<file path="src/rtl/mtr_regfile.sv">
module mtr_regfile #(
  parameter int NUM_VAR = 8,
  parameter int PA_BITS = 40,
  parameter int IDX_W   = 6
) (
  input  logic                   clk,
  input  logic                   rst_n,
  input  logic                   wr_en,
  input  logic                   rd_en,
  input  logic [IDX_W-1:0]       addr,
  input  logic [63:0]            wdata,
  output logic [63:0]            rdata,
  output logic                   err,
  output logic                   mt_enable,
  output logic                   fixed_enable,
  output logic [7:0]             default_type,
  output logic [11*64-1:0]       fixed_types,
  output logic [NUM_VAR*64-1:0]  var_base,
  output logic [NUM_VAR*64-1:0]  var_mask,
  output logic [NUM_VAR-1:0]     var_valid
);

  localparam int          FIX_N  = 11;
  localparam int          FIX_LO = 2;
  localparam int          VAR_LO = 16;
  localparam int          VAR_HI = VAR_LO + 2 * NUM_VAR;
  localparam int          PW     = (NUM_VAR > 1) ? $clog2(NUM_VAR) : 1;
  localparam logic [63:0] LOW    = (64'd1 << PA_BITS) - 64'd1;
  localparam logic [63:0] RESV   = ~LOW;
  localparam logic [63:0] CAP    = 64'h500 | 64'(NUM_VAR);

  function automatic logic ok_type(input logic [7:0] t);
    return (t == 8'd0) || (t == 8'd1) || (t == 8'd4) || (t == 8'd5) || (t == 8'd6);
  endfunction

  logic [63:0] def_q;
  logic [63:0] fix_q  [FIX_N];
  logic [63:0] base_q [NUM_VAR];
  logic [63:0] mask_q [NUM_VAR];

  int          a;
  logic        is_cap, is_def, is_fix, is_var, is_mask, known, bad, fix_ok, accept;
  logic [3:0]  fsel;
  logic [PW-1:0] psel;

  assign a       = int'(addr);
  assign is_cap  = (a == 0);
  assign is_def  = (a == 1);
  assign is_fix  = (a >= FIX_LO) && (a < FIX_LO + FIX_N);
  assign is_var  = (a >= VAR_LO) && (a < VAR_HI);
  assign is_mask = addr[0];
  assign known   = is_cap | is_def | is_fix | is_var;
  assign fsel    = 4'(a - FIX_LO);
  assign psel    = PW'((a - VAR_LO) >> 1);

  always_comb begin
    fix_ok = 1'b1;
    for (int b = 0; b < 8; b++)
      if (!ok_type(wdata[b*8 +: 8])) fix_ok = 1'b0;
  end

  always_comb begin
    bad = 1'b0;
    if (is_cap)      bad = 1'b1;
    else if (is_def) bad = (|(wdata & ~64'hCFF)) || !ok_type(wdata[7:0]);
    else if (is_fix) bad = !fix_ok;
    else if (is_var) begin
      if (is_mask) bad = (|wdata[10:0]) || (|(wdata & RESV));
      else         bad = !ok_type(wdata[7:0]) || (|wdata[11:8]) || (|(wdata & RESV));
    end
  end

  assign accept = wr_en && known && !bad;
  assign err    = ((wr_en || rd_en) && !known) || (wr_en && known && bad);

  always_comb begin
    rdata = '0;
    if (rd_en) begin
      if (is_cap)      rdata = CAP;
      else if (is_def) rdata = def_q;
      else if (is_fix) rdata = fix_q[fsel];
      else if (is_var) rdata = (is_mask ? mask_q[psel] : base_q[psel]) & LOW;
    end
  end

  always_ff @(posedge clk) begin
    if (!rst_n) begin
      def_q <= '0;
      for (int i = 0; i < FIX_N; i++)   fix_q[i]  <= '0;
      for (int i = 0; i < NUM_VAR; i++) begin
        base_q[i] <= '0;
        mask_q[i] <= '0;
      end
    end else if (accept) begin
      if (is_def)       def_q       <= wdata;
      else if (is_fix)  fix_q[fsel] <= wdata;
      else if (is_var) begin
        if (is_mask) mask_q[psel] <= wdata | RESV;
        else         base_q[psel] <= wdata;
      end
    end
  end

  assign mt_enable    = def_q[11];
  assign fixed_enable = def_q[10];
  assign default_type = def_q[7:0];

  for (genvar k = 0; k < FIX_N; k++) begin : g_fix
    assign fixed_types[k*64 +: 64] = fix_q[k];
    for (genvar b = 0; b < 8; b++) begin : g_lane
      assert_fix_lane_legal_R3: assert property (@(posedge clk) disable iff (!rst_n)
        ok_type(fix_q[k][b*8 +: 8]));
    end
  end

  for (genvar p = 0; p < NUM_VAR; p++) begin : g_var
    assign var_base[p*64 +: 64] = base_q[p];
    assign var_mask[p*64 +: 64] = mask_q[p];
    assign var_valid[p]         = mask_q[p][11];
    assert_mask_high_ones_R9: assert property (@(posedge clk) disable iff (!rst_n)
      var_valid[p] |-> ((var_mask[p*64 +: 64] & RESV) == RESV));
    assert_base_clean_R5: assert property (@(posedge clk) disable iff (!rst_n)
      (var_base[p*64 + 8 +: 4] == 4'd0) && ok_type(var_base[p*64 +: 8]));
  end

  assert_default_legal_R1: assert property (@(posedge clk) disable iff (!rst_n)
    ok_type(default_type));
  assert_refused_keeps_default_R10: assert property (@(posedge clk) disable iff (!rst_n)
    (wr_en && err) |=> $stable(def_q));
  assert_cap_read_only_R8: assert property (@(posedge clk) disable iff (!rst_n)
    (wr_en && addr == '0) |-> err);
  assert_unmapped_zero_R11: assert property (@(posedge clk) disable iff (!rst_n)
    (rd_en && !known) |-> (err && rdata == '0));

endmodule

</file>
<file path="config.mk">
export PLATFORM = sky130hd
export DESIGN_NAME = mtr_regfile
export DESIGN_NICKNAME = d
export VERILOG_FILES = /design/src/rtl/mtr_regfile.sv
export SDC_FILE = /design/constraint.sdc
export NUM_CORES = 2
export LEC_CHECK = 0
export BUFFER_PORTS_ARGS = -buffer_cell sky130_fd_sc_hd__buf_2
export CAP_MARGIN = 20
export CORE_AREA = 2 2 728 730
export CTS_BUF_LIST = sky130_fd_sc_hd__clkbuf_2 sky130_fd_sc_hd__clkbuf_4 sky130_fd_sc_hd__clkbuf_8
export CTS_CLUSTER_DIAMETER = 200
export CTS_CLUSTER_SIZE = 40
export DETAILED_ROUTE_END_ITERATION = 16
export DIE_AREA = 0 0 730 732
export GPL_TIMING_DRIVEN = 0
export PLACE_DENSITY_LB_ADDON = 0.05
export SLEW_MARGIN = 10
export SYNTH_ARGS = -nofsm -noshare
export SYNTH_HDL_FRONTEND = slang
export SYNTH_SLANG_ARGS = --single-unit
</file>
<file path="constraint.sdc">
create_clock -name clk -period 17.85 [get_ports clk]
set_input_delay 1.785 -clock clk [delete_from_list [all_inputs] [get_ports clk]]
set_output_delay 1.785 -clock clk [all_outputs]
set_load 0.02 [all_outputs]
</file>
==> metrics <==
Final min period between 10,000 and 15,000 ps; antenna violations before repair 109; remaining global-route overflow 0; Num CTS Buffers between 50 and 60; Num Clock Sinks 1,928; Post-synth EDFFs 1,792; Die H 732 um; crit path max-delay cell type clkinv_1; Max Fclk about 100 MHz; Synth top cells by count edfxtp_1, nor2_1, mux4_2; CP endpoint kind output port; critical path type primary input to output port; CTS tree built; Cell Chain, Critical Path buf_2 > buf_2 > buf_2 > buf_1 > clkinv_1 > ha_1 > xor2_1 > buf_2 > mux4_2 > nand2_1 > o311a_1 > a21oi_1 > buf_2; Critical Path Start Type primary input; DR DRC count 0; all-layer global routing usage 22.75%; Final Util about 20%; Syn. warnings 0; vias in the first global route 56,168; RSZ-0062 raised after global routing no; Hold-fix buffers, CTS 0; Vias 56,380; Setup violations, final 0; min-delay worst type register to register; FFs w/ async S/R, synth 0%; Pre-antenna DRT Iters 5; Final HPWL DP 517,200 um; per-cell routed wire length 41.93 um; required time of the critical path 16,060 ps; P_leak 39.47 nW; WL final 628,700 um; Max Root-Sink Buffers 3; crit path max fanout 11; Syn-to-layout area delta 36.87%; CP max stage delay 730 ps; post-synthesis cell type count 67; setup TNS 0 ps; Final Hold Vio Count 0; Starting DRT DRC Count 4,986; Max Slew Vio Count 0; mapped cell area ~0.077 mm^2; Skew-Pair Late Insertion Delay 1170 ps; Max VDD drop between 0.00008 and 0.00009 V; Antenna Nets Post-Route 0; synth top area cells edfxtp_1, mux4_2, nor2_1, dfxtp_1, buf_4; Via density 3.760; routability congestion estimate from global placement ~0.81; Synth Register Bits 1,928; most common flop cell mapped by yosys edfxtp_1; first-pass GRT wire length roughly 760,000 um; Port-buffer cells around 1,900; die width 730 um; WP data arrival 8390 ps; slew margin rel. 18.19%; Initial Utilization 14.59%; post_cts resized 0; share of layout cells above drive strength 1 39.11%; clk slew on worst S/H paths 150 ps; die area 0.5344 mm^2; pin count of the biggest net entering global routing 42; clock skew 0 ps; Avg Cell Area, Syn 16.27 um^2; Placement Rows around 270; io pins 1,885; outcome complete, no violations; Yosys top cell area share 70.00%; Max H-tree Level 2; power density cells about 86 mW/mm^2; sequential cell area fraction in the yosys report between 70% and 80%; fin nets 7,983; count leader, synth edfxtp_1; period utilisation layout 57.02%; Worst Tran Pin Value between 1000 and 1500 ps; Max Cap Viol 0; Yosys top cell by area edfxtp_1; CTS root buf clkbuf_8; cell mode on critical path buf_2; CORE AREA 0.5268 mm^2; Cells after Synth 4,726; Setup Fix Bufs, Post-CTS 0
power breakdown:
part           switching (mW)  leakage [nW]  internal [mW]
Combinational            1.28          20.9          0.437
Sequential              0.145          17.9           5.17
Clock                    1.62         0.673          0.403
through the flow:
| stage | hold WS [ps] | worst slack [ps] | instances | power [mW] | area [um^2] |
|---|---|---|---|---|---|
| finish | 464.1 | 7672 | 14993 | 9.054 | 105200 |
| global route | 466.6 | 7673 | 14961 | 9.349 | 105100 |
| CTS | 460.4 | 7615 | 14947 | 9.234 | 105100 |
| detailed placement | 438.2 | 7638 | 14840 | 7.181 | 103800 |
| global placement | 435.8 | -12290 | 14550 | 7.133 | 98600 |
| floorplan | 420.9 | 7020 | 5677 | 6.050 | 80450 |
layer usage:
metal / track usage [%] / wire (um) / vias up
li1: - / - / 23329
met1: 25.53 / 234000 / 30256
met2: 42.28 / 329200 / 2431
met3: 5.972 / 46520 / 362
met4: 5.712 / 18980 / 2
met5: 0 / 18 / -
cell usage in the layout (no fill, tap or decap), types with 10 or more instances in the layout:
master and count:
a22oi_1 24, mux2_2 40, nor4_1 13, clkbuf_8 57
clkbuf_1 130, buf_8 29, conb_1 952, nand2_4 16
nor3_1 37, buf_16 51, nand4_1 41, and2_1 84
clkbuf_4 39, o22ai_1 170, nand2_1 150, and3_1 65
buf_6 46, a21oi_1 105, dfxtp_1 132, a211oi_1 17
mux2i_1 39, buf_12 91, inv_1 19, o211ai_1 10
or3_1 12, diode_2 44, nor2_1 765, buf_4 280
mux4_2 331, clkbuf_2 118, buf_2 1952, o21ai_0 149
edfxtp_1 1792, nand3_1 14, o221ai_1 21
state kept, by name, summed over array words and instances (netlist names):
name    cells
fix_q    1024
def_q      64
base_q    512
mask_q    328
critical path: cells and delay by family:
family          cells  cell delay (ps)
xor+xnor            1              640
mux                 1              670
buf+inv             7             3280
compound gates      2              960
simple gates        1              430
fa+ha+maj           1              500
logic make-up (layout without fill, tap and decap cells):
group	count (synthesis)	after routing	share of synthesized area, %
buffers and inverters	557	2835	3.882
AOI/OAI and AO/OA	577	577	4.616
other	1	996	0.004878
xor gates and xnor gates	2	2	0.02279
DFF	1928	1928	73.54
and+or+nand+nor	1249	1249	7.115
muxes	410	410	10.79
adders and majority gates	2	2	0.03254
cell type report:
type | instances | area (um^2)
antenna | 44 | 110.1
buffer | 536 | 3104
clock buffer | 95 | 1070
clock inverter | 12 | 203.9
fill | 56978 | 421600
inverter | 21 | 78.83
multi-input combinational | 3192 | 21300
sequential | 1928 | 56540
tap | 6994 | 8751
timing repair buffer | 2171 | 14070
worst paths after layout:
path	startpoint	to	slack, ps	depth (start not counted)
worst min-delay path	def_q[8]	def_q[8]	460	2
worst min register to register	def_q[8]	def_q[8]	460	2
worst max-delay path	addr[2]	rdata[22]	7670	13
worst max register to register	mask_q[2][62]	mask_q[2][62]	16470	2
Note: power is estimated with default switching activity, not from simulation.
